### src/rtl/sbm_pkg.sv
package sbm_pkg;

    localparam int unsigned WORD_W    = 32;
    localparam int unsigned NUM_WORDS = 4;
    localparam int unsigned IDX_W     = 4;
    localparam int unsigned ASIZE_W   = 7;

    localparam logic [IDX_W-1:0] IDX_CTRL  = 4'd0;
    localparam logic [IDX_W-1:0] IDX_ADDR0 = 4'd1;
    localparam logic [IDX_W-1:0] IDX_ADDR1 = 4'd2;
    localparam logic [IDX_W-1:0] IDX_ADDR2 = 4'd3;
    localparam logic [IDX_W-1:0] IDX_ADDR3 = 4'd4;
    localparam logic [IDX_W-1:0] IDX_DATA0 = 4'd5;
    localparam logic [IDX_W-1:0] IDX_DATA1 = 4'd6;
    localparam logic [IDX_W-1:0] IDX_DATA2 = 4'd7;
    localparam logic [IDX_W-1:0] IDX_DATA3 = 4'd8;

    localparam logic [1:0] ERR_NONE  = 2'd0;
    localparam logic [1:0] ERR_FAULT = 2'd2;
    localparam logic [1:0] ERR_SIZE  = 2'd3;

    typedef logic [WORD_W-1:0] word_t;

    typedef struct packed {
        logic [1:0]                size;
        logic                      ainc;
        logic                      rd_on_addr;
        logic                      rd_on_data;
        logic [1:0]                err;
        word_t [NUM_WORDS-1:0]     addr;
        word_t [NUM_WORDS-1:0]     data;
    } sbm_state_t;

endpackage

### src/rtl/sbm_caps.sv
module sbm_caps #(
    parameter int unsigned MAX_BITS = 64
) (
    input  logic [1:0] size_code,
    output logic [3:0] caps,
    output logic       size_ok
);
    for (genvar g = 0; g < 4; g++) begin : g_cap
        assign caps[g] = (MAX_BITS >= (32'd8 << g));
    end

    assign size_ok = caps[size_code];
endmodule

### src/rtl/sbm_addr_inc.sv
module sbm_addr_inc #(
    parameter int unsigned WORD_W    = 32,
    parameter int unsigned NUM_WORDS = 4
) (
    input  logic [NUM_WORDS-1:0][WORD_W-1:0] addr_i,
    input  logic [1:0]                       size_code,
    input  logic                             step_en,
    output logic [NUM_WORDS-1:0][WORD_W-1:0] addr_o
);
    logic [WORD_W-1:0]    step;
    logic [NUM_WORDS-1:1] cin;

    assign step = step_en ? (WORD_W'(1) << size_code) : '0;

    for (genvar g = 0; g < NUM_WORDS; g++) begin : g_word
        if (g == 0) begin : g_first
            assign {cin[1], addr_o[0]} = {1'b0, addr_i[0]} + {1'b0, step};
        end else if (g == NUM_WORDS - 1) begin : g_last
            assign addr_o[g] = addr_i[g] + WORD_W'(cin[g]);
        end else begin : g_mid
            assign {cin[g+1], addr_o[g]} = {1'b0, addr_i[g]} + {{WORD_W{1'b0}}, cin[g]};
        end
    end
endmodule

### src/rtl/sbm_rdata_fmt.sv
module sbm_rdata_fmt (
    input  logic [63:0] rdata,
    input  logic [1:0]  size_code,
    output logic [31:0] lo_word,
    output logic [31:0] hi_word,
    output logic        hi_load
);
    always_comb begin
        hi_word = rdata[63:32];
        hi_load = 1'b0;
        case (size_code)
            2'd0:    lo_word = {24'b0, rdata[7:0]};
            2'd1:    lo_word = {16'b0, rdata[15:0]};
            2'd2:    lo_word = rdata[31:0];
            default: begin
                lo_word = rdata[31:0];
                hi_load = 1'b1;
            end
        endcase
    end
endmodule

### src/rtl/sysbus_access_master.sv
module sysbus_access_master
    import sbm_pkg::*;
#(
    parameter int unsigned MAX_BITS = 64,
    parameter int unsigned ADDR_W   = 64
) (
    input  logic              clk,
    input  logic              rst_n,
    input  logic              reg_en,
    input  logic              reg_we,
    input  logic [3:0]        reg_idx,
    input  logic [31:0]       reg_wdata,
    output logic [31:0]       reg_rdata,
    output logic              mem_req,
    output logic              mem_we,
    output logic [1:0]        mem_size,
    output logic [ADDR_W-1:0] mem_addr,
    output logic [63:0]       mem_wdata,
    input  logic [63:0]       mem_rdata,
    input  logic              mem_fault
);
    localparam bit                 BUS_ON  = (MAX_BITS > 0);
    localparam logic [2:0]         VER_VAL = BUS_ON ? 3'd1 : 3'd0;
    localparam logic [ASIZE_W-1:0] ASZ_VAL = BUS_ON ? ASIZE_W'(ADDR_W) : '0;

    sbm_state_t s_q, s_d;

    logic [3:0]                       caps;
    logic                             size_ok;
    logic [NUM_WORDS-1:0][WORD_W-1:0] inc_addr;
    logic [31:0]                      rd_lo, rd_hi;
    logic                             rd_hi_load;
    logic                             ainc_en;
    logic                             no_err;
    logic                             acc_go, acc_wr;
    logic [63:0]                      acc_addr;
    logic [31:0]                      wr_lo;

    assign ainc_en = s_q.ainc && BUS_ON;
    assign no_err  = (s_q.err == ERR_NONE);

    sbm_caps #(.MAX_BITS(MAX_BITS)) u_caps (
        .size_code (s_q.size),
        .caps      (caps),
        .size_ok   (size_ok)
    );

    sbm_addr_inc #(.WORD_W(WORD_W), .NUM_WORDS(NUM_WORDS)) u_inc (
        .addr_i    (s_q.addr),
        .size_code (s_q.size),
        .step_en   (ainc_en),
        .addr_o    (inc_addr)
    );

    sbm_rdata_fmt u_fmt (
        .rdata     (mem_rdata),
        .size_code (s_q.size),
        .lo_word   (rd_lo),
        .hi_word   (rd_hi),
        .hi_load   (rd_hi_load)
    );

    // next-state and request logic
    always_comb begin
        s_d      = s_q;
        acc_go   = 1'b0;
        acc_wr   = 1'b0;
        acc_addr = {s_q.addr[1], s_q.addr[0]};
        wr_lo    = s_q.data[0];

        if (reg_en && reg_we) begin
            case (reg_idx)
                IDX_CTRL: begin
                    s_d.size       = reg_wdata[1:0];
                    s_d.ainc       = reg_wdata[2];
                    s_d.rd_on_addr = reg_wdata[3];
                    s_d.rd_on_data = reg_wdata[4];
                    s_d.err        = s_q.err & ~reg_wdata[6:5];
                end
                IDX_ADDR0: begin
                    s_d.addr[0] = reg_wdata;
                    if (no_err && s_q.rd_on_addr) begin
                        acc_go   = 1'b1;
                        acc_addr = {s_q.addr[1], reg_wdata};
                    end
                end
                IDX_ADDR1: s_d.addr[1] = reg_wdata;
                IDX_ADDR2: s_d.addr[2] = reg_wdata;
                IDX_ADDR3: s_d.addr[3] = reg_wdata;
                IDX_DATA0: begin
                    s_d.data[0] = reg_wdata;
                    wr_lo       = reg_wdata;
                    if (no_err) begin
                        acc_go = 1'b1;
                        acc_wr = 1'b1;
                    end
                end
                IDX_DATA1: s_d.data[1] = reg_wdata;
                IDX_DATA2: s_d.data[2] = reg_wdata;
                IDX_DATA3: s_d.data[3] = reg_wdata;
                default: ;
            endcase
        end else if (reg_en && (reg_idx == IDX_DATA0) && no_err) begin
            s_d.addr = inc_addr;
            if (s_q.rd_on_data) begin
                acc_go   = 1'b1;
                acc_addr = {inc_addr[1], inc_addr[0]};
            end
        end

        mem_req   = 1'b0;
        mem_we    = acc_wr;
        mem_size  = s_q.size;
        mem_addr  = acc_addr[ADDR_W-1:0];
        mem_wdata = {((s_q.size == 2'd3) ? s_q.data[1] : 32'b0), wr_lo};

        if (acc_go) begin
            if (!size_ok) begin
                s_d.err = ERR_SIZE;
            end else begin
                mem_req = 1'b1;
                if (acc_wr) begin
                    s_d.addr = inc_addr;
                end else if (mem_fault) begin
                    s_d.err = ERR_FAULT;
                end else begin
                    s_d.data[0] = rd_lo;
                    if (rd_hi_load) s_d.data[1] = rd_hi;
                end
            end
        end
    end

    always_ff @(posedge clk or negedge rst_n) begin
        if (!rst_n) s_q <= '0;
        else        s_q <= s_d;
    end

    // register read mux
    always_comb begin
        reg_rdata = '0;
        case (reg_idx)
            IDX_CTRL: begin
                reg_rdata[1:0]   = s_q.size;
                reg_rdata[2]     = s_q.ainc;
                reg_rdata[3]     = s_q.rd_on_addr;
                reg_rdata[4]     = s_q.rd_on_data;
                reg_rdata[6:5]   = s_q.err;
                reg_rdata[11:8]  = caps;
                reg_rdata[18:12] = ASZ_VAL;
                reg_rdata[31:29] = VER_VAL;
            end
            IDX_ADDR0: reg_rdata = s_q.addr[0];
            IDX_ADDR1: reg_rdata = s_q.addr[1];
            IDX_ADDR2: reg_rdata = s_q.addr[2];
            IDX_ADDR3: reg_rdata = s_q.addr[3];
            IDX_DATA0: reg_rdata = s_q.data[0];
            IDX_DATA1: reg_rdata = s_q.data[1];
            IDX_DATA2: reg_rdata = s_q.data[2];
            IDX_DATA3: reg_rdata = s_q.data[3];
            default:   reg_rdata = '0;
        endcase
    end

    AST_ERR_BLOCKS_ACCESS: assert property (@(posedge clk) disable iff (!rst_n)
        (s_q.err != ERR_NONE) |-> !mem_req);

    AST_LEGAL_SIZE_ONLY: assert property (@(posedge clk) disable iff (!rst_n)
        mem_req |-> caps[mem_size]);

    AST_FAULT_LATCHES: assert property (@(posedge clk) disable iff (!rst_n)
        (mem_req && !mem_we && mem_fault) |=> (s_q.err == ERR_FAULT));

    AST_REQ_WITH_OP: assert property (@(posedge clk) disable iff (!rst_n)
        mem_req |-> reg_en);

    AST_ADDR_HELD_NO_INC: assert property (@(posedge clk) disable iff (!rst_n)
        (reg_en && reg_we && (reg_idx == IDX_DATA0) && !s_q.ainc)
        |=> (s_q.addr == $past(s_q.addr)));

endmodule

### config.mk
export PLATFORM = sky130hd
export DESIGN_NAME = sysbus_access_master
export DESIGN_NICKNAME = d
export VERILOG_FILES = /design/src/rtl/sbm_pkg.sv /design/src/rtl/sbm_caps.sv /design/src/rtl/sbm_addr_inc.sv /design/src/rtl/sbm_rdata_fmt.sv /design/src/rtl/sysbus_access_master.sv
export SDC_FILE = /design/constraint.sdc
export NUM_CORES = 1
export LEC_CHECK = 0
export BUFFER_PORTS_ARGS = -buffer_cell sky130_fd_sc_hd__buf_2
export CAP_MARGIN = 0
export CORE_ASPECT_RATIO = 1.2
export CORE_UTILIZATION = 45
export DETAILED_ROUTE_END_ITERATION = 6
export GPL_TIMING_DRIVEN = 0
export MAX_ROUTING_LAYER = met4
export PLACE_DENSITY_LB_ADDON = 0.12
export SLEW_MARGIN = 25
export SYNTH_ARGS = -nofsm -noshare
export SYNTH_HDL_FRONTEND = slang
export SYNTH_SLANG_ARGS = --single-unit
export TNS_END_PERCENT = 30
### constraint.sdc
create_clock -name clk -period 10.7 [get_ports clk]
set_input_delay 0.535 -clock clk [delete_from_list [all_inputs] [get_ports clk]]
set_output_delay 0.535 -clock clk [all_outputs]
set_load 0.02 [all_outputs]
==> impl_summary.txt, run 1 <==
----------------------------------------------------
[Floorplanning]
  Horizontal die dimension ... roughly 180 um
  Effective utilization at floorplan ... between 40% and 50%
  Placeable core region ... roughly 0.039 mm^2
  Vertical die dimension ... around 220 um
  Row count ... around 80
  Area of the die ... approximately 0.04 mm^2
  Number of ports placed on the die boundary ... 269

[Place]
  Cell area reported after detailed placement ... roughly 0.020 mm^2
  Final weighted congestion in routability-driven placement ... between 1 and 1.5
  Number of cells after detailed placement ... slightly below 3000
  HPWL after DPL ... 72360 um
  Port buffer count ... 240

[Cells and area]
  Syn-to-layout area delta ... 17.59%
  Final net count ... roughly 2500
  Filler cell count in the final layout ... around 3800
  Commonest non-fill, non-tap cell in the layout ... sky130_fd_sc_hd__buf_2
  Most used cells in the layout excluding fill and tap cells ... sky130_fd_sc_hd__buf_2 (284), sky130_fd_sc_hd__dfrtp_1 (263), sky130_fd_sc_hd__nand2_1 (243), sky130_fd_sc_hd__nor2_1 (164), sky130_fd_sc_hd__clkbuf_1 (148)
  Finished Cell Area ... between 0.02 and 0.025 mm^2
  Count of placed standard cells in the final layout, fillers left out ... 2947
  Proportion of layout cells with a drive suffix above 1 ... about a fifth
  Core utilization of the finished layout ... 54.07%

[Critical path]
  Capturing element type of the critical path ... register
  Maximum cell stage delay along the critical path ... about 0.82 ns
  Data arrival time of the critical path ... approximately 11 ns
  Required time of the critical path ... roughly 11 ns
  Slowest-stage cell, CP ... sky130_fd_sc_hd__nor3_1
  CP Class ... reg2reg
  Highest net fanout along the worst path ... 10
  Library cell appearing most often on the critical path ... sky130_fd_sc_hd__ha_1
  Type of origin of the critical path ... register

[Synthesis]
  Average instance area after synthesis ... between 8 and 9 um^2
  Cells after synthesis ... 2110
  Synthesized cell area ... between 0.015 and 0.02 mm^2
  Area fraction in and, or, nand and nor cells after synthesis ... 21.46%
  Synth top area share ... 36.56%
  Post-synth top flop ... sky130_fd_sc_hd__dfrtp_1
  Netlist cell types ... 86
  Largest family of logic cells by synthesized area ... compound AO/OA/AOI/OAI gates
  Warnings, synthesis ... 0
  Parity-gate share of the synthesized area counting xor and xnor cells ... under 10%
  Async set or reset register ratio after synthesis ... 100.0%
  Leading post-synthesis cells by cell area ... sky130_fd_sc_hd__dfrtp_1 (37%), sky130_fd_sc_hd__mux2_2 (6.8%), sky130_fd_sc_hd__nand2_1 (5.1%)
  Post-synth net total ... 2226
  Count of flip-flops with a built-in enable after synthesis ... 0
  Portion of the post-synthesis area used by sequential elements ... a little over a third
  Area leader, netlist ... sky130_fd_sc_hd__dfrtp_1
  Post-Synth Adder-Cell Area ... less than 1%
  Fraction of synthesized area in multiplexers ... 9.662%
  Post-synthesis register bit count ... between 200 and 300
  Synthesized-area fraction occupied by ao, oa, aoi and oai cells ... approximately a quarter

[STA]
  Pins over their slew limit ... 0
  Post-route minimum period ... 10.90 ns
  Summed negative setup slack over all endpoints ... -0.6249 ns
  Period utilization ... 101.8%
  Setup Viol. Count Final ... 5
  Final clock skew ... between 0.015 and 0.02 ns
  Worst slew margin relative to its limit ... roughly 14%
  Slew at the pin closest to its max-slew limit ... ~1.3 ns
  Setup repair after global routing missed its margin ... false
  Max Clk Rate ... 0.09176 GHz
  Fin. Hold Viols ... 0
  Crit path setup slack, layout ... -0.1979 ns

[Clocking]
  Number of clock buffers inserted by TritonCTS ... 31
  Clock Latency Late Sink ... around 0.6 ns
  Number of setup buffers added after CTS ... 0
  Register clock-pin slew on the reported worst setup and hold paths ... about 0.060 ns
  Clock tree from TritonCTS ... yes
  Clock tree root driver cell ... sky130_fd_sc_hd__clkbuf_16
  H-tree lvl count ... 1
  Maximum root-to-sink buffer count ... 3
  Number of sinks handled by clock tree synthesis ... between 200 and 300

[GRT]
  Global-route total usage across every layer ... 48.08%
  Pin count of the biggest net entering global routing ... 87
  Antenna violations before repair ... 4
  Vias in the first global route ... between 15000 and 20000
  First-pass GRT wire length ... roughly 140000 um
  Sum of overflow across all layers after global routing ... 0

[Detailed routing]
  ANT nets after route ... 0
  Number of design rule violations left after detail routing ... 0
  Drt first-iter violations ... ~3100
  Number of detailed-routing iterations run before antenna repair ... 7
  Detailed-route wire length per cell ... around 33 um
  Per-cell via count in the routed design ... 6.999
  Via count ... 20627
  Total Wirelength ... ~97000 um

[Power]
  Worst vdd rail ir drop ... approximately 0.17 mV
  Power density over the cells ... ~180 mW/mm^2
  Leakage power ... ~9.1 nW

[Job]
  Number of max-capacitance violations reported ... 0

[Status]
  Violations in the final reports ... negative setup slack
  Status ... finished, violations left

[Min path]
  Hold WC Path Type ... in2reg

----------------------------------------------------
-- worst max-delay path, delay by kind of cell (launching register included) --
| kind | cells | cell delay [ns] |
|---|---|---|
| flip-flops | 1 | 0.35 |
| buffers and inverters | 5 | 2.47 |
| AND/OR/NAND/NOR | 13 | 5.28 |
| AO/OA/AOI/OAI | 3 | 0.61 |
| adder cells (fa/ha/maj) | 7 | 2.08 |
-- routing by layer --
layer / GRT usage, % / vias to the layer above / routed length (um)
met5: - / - / 0
met4: 33.87 / 0 / 8041
met3: 9.974 / 396 / 10970
met2: 69.04 / 1602 / 41740
met1: 59.92 / 10130 / 35820
li1: - / 8499 / -
-- through the flow --
stage / total power, mW / hold WS, ns / setup slack, ns
2_1_floorplan: 2.077 / 0.2394 / 4.510
3_3_place_gp: 2.515 / 0.4710 / -0.5048
3_5_place_dp: 2.544 / 0.4375 / -0.6227
4_1_cts: 3.732 / 0.1567 / 0.2003
5_1_grt: 3.906 / 0.1687 / 0.03450
6_report: 3.795 / 0.1543 / -0.1979
-- registers in the layout, indices dropped and copies added (netlist names) --
register,count
mem_size,2
ainc_en,1
s_q,260
-- cells by family after synthesis --
| logic type | after synthesis |
|---|---|
| adders and majority gates | 11 |
| AOI/OAI and AO/OA | 614 |
| DFF | 263 |
| buffers and inverters | 252 |
| xor gates and xnor gates | 34 |
| muxes | 159 |
| and+or+nand+nor | 777 |
-- power by group --
group | switching, mW | total, mW | internal (mW)
logic | 0.707 | 1.11 | 0.403
registers | 0.268 | 1.47 | 1.21
clock network | 0.500 | 1.21 | 0.711
total | 1.47 | 3.80 | 2.32
-- repair_timing --
item,CTS,global route
hold buffers,1,0
resized for setup,3,3
endpoints found under the hold margin,32,0
endpoints found under the setup margin,9,3
-- final cells by class --
cell class              count  area [um^2]  area share [%]
multi-input cells        1595        10410           49.16
flip-flops and latches    263         6581           31.09
repair buffers            246         1319           6.231
plain buffers             226        965.9           4.564
clock buffers              39        855.8           4.044
well taps                 526        658.1           3.109
clock inverters            19        265.3           1.253
inverters                  26        97.59          0.4611
diodes                      7        17.52         0.08276
-- cells in the mapped netlist (all sizes together) (24+ instances only) --
cell type,number
inv,26
nand2,243
and2,24
nor4,25
nor2,167
o22ai,37
buf,75
mux2,112
and3,70
a211oi,24
nand4,53
nand3,83
a22oi,44
clkbuf,151
mux2i,47
a22o,36
o21ai,88
a21oi,143
nor3,40
dfrtp,263
a311oi,30
-- final timing paths --
path	startpoint	endpoint	slack [ns]	cells after the start
max in group asynchronous	rst_n	s_q[54]	9.13	4
min in group asynchronous	rst_n	s_q[160]	0.41	2
hold reg to reg	s_q[93]	s_q[93]	0.50	1
hold / removal	mem_rdata[7]	s_q[7]	0.15	2
setup reg to reg	mem_size[1]	s_q[238]	-0.20	28
setup / recovery	mem_size[1]	s_q[238]	-0.20	28
(Power assumes the default switching activity.)
==> run 2: changes to the inputs <==
--- a/config.mk
+++ b/config.mk
@@ -5,11 +5,12 @@
 export SDC_FILE = /design/constraint.sdc
 export NUM_CORES = 1
 export LEC_CHECK = 0
-export BUFFER_PORTS_ARGS = -buffer_cell sky130_fd_sc_hd__buf_2
 export CAP_MARGIN = 0
 export CORE_ASPECT_RATIO = 1.2
 export CORE_UTILIZATION = 45
+export CTS_CLUSTER_SIZE = 25
 export DETAILED_ROUTE_END_ITERATION = 6
+export DONT_BUFFER_PORTS = 1
 export GPL_TIMING_DRIVEN = 0
 export MAX_ROUTING_LAYER = met4
 export PLACE_DENSITY_LB_ADDON = 0.12
==> constraint.sdc (replaced) <==
create_clock -name clk -period 9.1 [get_ports clk]
set_input_delay 0.455 -clock clk [delete_from_list [all_inputs] [get_ports clk]]
set_output_delay 0.455 -clock clk [all_outputs]
set_load 0.02 [all_outputs]
==> impl_summary.txt, run 2 (synthesis gave the netlist of run 1 again) <==
----------------------------------------------------
[Status]
  Status ... complete, no violations

[GRT]
  Sum of overflow across all layers after global routing ... 0 (unchanged)
  Antenna violations before repair ... 5 (+1)
  Vias in the first global route ... 18631 (-4.1%)
  First-pass GRT wire length ... 135400 um (-0.69%)
  Pin count of the biggest net entering global routing ... 264 (+200%)
  Global-route total usage across every layer ... 48.07% (about the same)

[Clocking]
  Clock Latency Late Sink ... 0.61 ns (about the same)
  Number of clock buffers inserted by TritonCTS ... 31 (unchanged)
  Register clock-pin slew on the reported worst setup and hold paths ... 0.07 ns (about the same)
  H-tree lvl count ... 1 (unchanged)
  Clock tree root driver cell ... sky130_fd_sc_hd__clkbuf_16
  Clock tree from TritonCTS ... yes
  Maximum root-to-sink buffer count ... 3 (unchanged)
  Number of sinks handled by clock tree synthesis ... 263 (unchanged)

[Place]
  Number of cells after detailed placement ... 2639 (-8.4%)
  Cell area reported after detailed placement ... 0.01873 mm^2 (-6.3%)
  Port buffer count ... 0 (-100%)
  Worst setup slack before clock tree synthesis ... -2.214 ns (-1.591 ns)
  HPWL after DPL ... 71520 um (-1.2%)
  Final weighted congestion in routability-driven placement ... 1.024 (-3.0%)

[Critical path]
  Maximum cell stage delay along the critical path ... 0.58 ns (-0.24 ns)
  Data arrival time of the critical path ... 9.43 ns (-1.99 ns)
  Library cell appearing most often on the critical path ... sky130_fd_sc_hd__ha_1
  CP Class ... reg2reg
  Highest net fanout along the worst path ... 10 (unchanged)
  Slowest-stage cell, CP ... sky130_fd_sc_hd__nor4_4
  Capturing element type of the critical path ... register
  Required time of the critical path ... 9.56 ns (-1.67 ns)
  Type of origin of the critical path ... register
  Worst R2R Path Depth ... 28 (unchanged)

[Floorplanning]
  Horizontal die dimension ... 184.6 um (unchanged)
  Number of ports placed on the die boundary ... 269 (unchanged)
  Effective utilization at floorplan ... 45.99% (unchanged)
  Placeable core region ... 0.03914 mm^2 (unchanged)
  Vertical die dimension ... 221.1 um (unchanged)
  Area of the die ... 0.04081 mm^2 (unchanged)
  Row count ... 79 (unchanged)

[Cells and area]
  Filler cell count in the final layout ... 3760 (-1.1%)
  Area of combinational cells with multiple inputs ... 0.01045 mm^2 (+0.46%)
  Commonest non-fill, non-tap cell in the layout ... sky130_fd_sc_hd__dfrtp_1
  Register containing the most flip-flops in the final layout ... s_q
  Count of placed standard cells in the final layout, fillers left out ... 2737 (-7.1%)
  Proportion of layout cells with a drive suffix above 1 ... 12.69% (-8.5 points)
  Final net count ... 2299 (-8.2%)
  Sequential standard cell area ... 0.006581 mm^2 (unchanged)
  Finished Cell Area ... 0.02028 mm^2 (-4.2%)
  Flip-flop count of the largest register, all copies and words added ... 260 (unchanged)
  Core utilization of the finished layout ... 51.81% (-2.3 points)
  Syn-to-layout area delta ... 12.66%
  Most used cells in the layout excluding fill and tap cells ... sky130_fd_sc_hd__dfrtp_1 (263), sky130_fd_sc_hd__nand2_1 (243), sky130_fd_sc_hd__nor2_1 (163), sky130_fd_sc_hd__clkbuf_1 (144), sky130_fd_sc_hd__a21oi_1 (141)

[Detailed routing]
  Drt first-iter violations ... 2907 (-4.8%)
  Via count ... 19768 (-4.2%)
  ANT nets after route ... 0 (unchanged)
  Detailed-route wire length per cell ... 35.41 um (+8.1%)
  Total Wirelength ... 96920 um (+0.37%)
  Number of detailed-routing iterations run before antenna repair ... 6 (-1)
  Per-cell via count in the routed design ... 7.223 (+3.2%)
  Number of design rule violations left after detail routing ... 0 (unchanged)

[Power]
  Leakage power ... 8.179 nW (-9.8%)
  Power density over the cells ... 209.7 mW/mm^2 (+17%)
  Total design power ... 4.252 mW (+12%)
  Switching part of the total ... 39.69% (+0.83 points)
  Share of total power in sequential cells ... 40.6% (+1.8 points)
  Internal Power ... 2.564 mW (+11%)
  Clock group share of total power ... 31.0% (-0.9 points)
  Logic pwr share ... 28.3% (-1.0 points)
  Net switching component of the power ... 1.688 mW (+14%)
  Worst vdd rail ir drop ... 0.1745 mV (+5.3%)

[STA]
  Pins over their slew limit ... 0 (unchanged)
  Worst slew margin relative to its limit ... 18.71% (+4.6 points)
  Hold slack ... 0.01151 ns (-0.1427 ns)
  Post-route minimum period ... 8.968 ns (-1.930 ns)
  Final clock skew ... 0.01151 ns (-0.005391 ns)
  Fin. Hold Viols ... 0 (unchanged)
  Crit path setup slack, layout ... 0.1321 ns (+0.3300 ns)
  Max Clk Rate ... 0.1115 GHz (+22%)
  Setup Viol. Count Final ... 0 (-5)
  Setup repair after global routing missed its margin ... false
  Summed negative setup slack over all endpoints ... 0 ns (+0.6249 ns)
  Period utilization ... 98.55% (-3.3 points)
  Slew at the pin closest to its max-slew limit ... 1.215 ns (-0.07317 ns)

[Job]
  Number of max-capacitance violations reported ... 0 (unchanged)

[Min path]
  Cell count of the worst hold path ... 2 (unchanged)
  Hold WC Path Type ... in2reg

----------------------------------------------------
[run 2: cell count changes in the layout (fill, tap and decap cells not counted), sizes merged]
cell,before,now
buf,319,80
clkinvlp,5,1
diode,7,4
clkbuf,191,197
bufinv,6,2
dlygate4sd3,1,35
[run 2: layer usage]
| metal | vias to the layer above | share of wire [%] | GRT usage [%] |
|---|---|---|---|
| li1 | 8090 | - | - |
| met1 | 9683 | 37 | 59.20 |
| met2 | 1585 | 43 | 69.60 |
| met3 | 410 | 12 | 12.34 |
| met4 | 0 | 7.6 | 30.51 |
| met5 | - | 0 | - |
[run 2: worst max-delay path, delay by kind of cell (launching register included)]
family,cells,cell delay [ns]
buf+inv,5,1.93
simple gates,13,4.11
compound gates,3,0.51
flops,1,0.34
fa+ha+maj,7,1.85
[run 2: cell type report]
type | count | share of cell area (%)
Clock buffer | 46 | 4.547
Tap cell | 526 | 3.245
Inverter | 26 | 0.4812
Multi-Input combinational cell | 1595 | 51.54
Buffer | 224 | 4.769
Clock inverter | 11 | 0.5491
Sequential cell | 263 | 32.45
Antenna cell | 4 | 0.04936
Timing Repair Buffer | 42 | 2.363
[run 2: power groups by stage]
| stage | Sequential [mW] | Clock, mW | Combinational [mW] |
|---|---|---|---|
| after floorplan | 1.60 | 0 | 0.843 |
| after global placement | 1.71 | 0 | 1.10 |
| after detailed placement | 1.72 | 0 | 1.12 |
| after CTS | 1.70 | 1.32 | 1.17 |
| after global routing | 1.75 | 1.36 | 1.27 |
| final | 1.73 | 1.32 | 1.20 |
[run 2: final timing paths]
kind / slack, ns / startpoint / end
max: 0.13 / mem_size[1] / s_q[246]
min: 0.01 / mem_rdata[23] / s_q[23]
max reg2reg: 0.13 / mem_size[1] / s_q[246]
min reg2reg: 0.51 / s_q[105] / s_q[105]
max in group asynchronous: 7.17 / rst_n / s_q[185]
min in group asynchronous: 0.30 / rst_n / s_q[258]
[run 2: what timing repair did]
action / in CTS / in global routing
buffers inserted: 0 / 1
pin swaps: 1 / 2
resized for setup: 11 / 4
endpoints found under the hold margin: 302 / 5
hold buffers: 35 / 1
endpoints found under the setup margin: 31 / 9
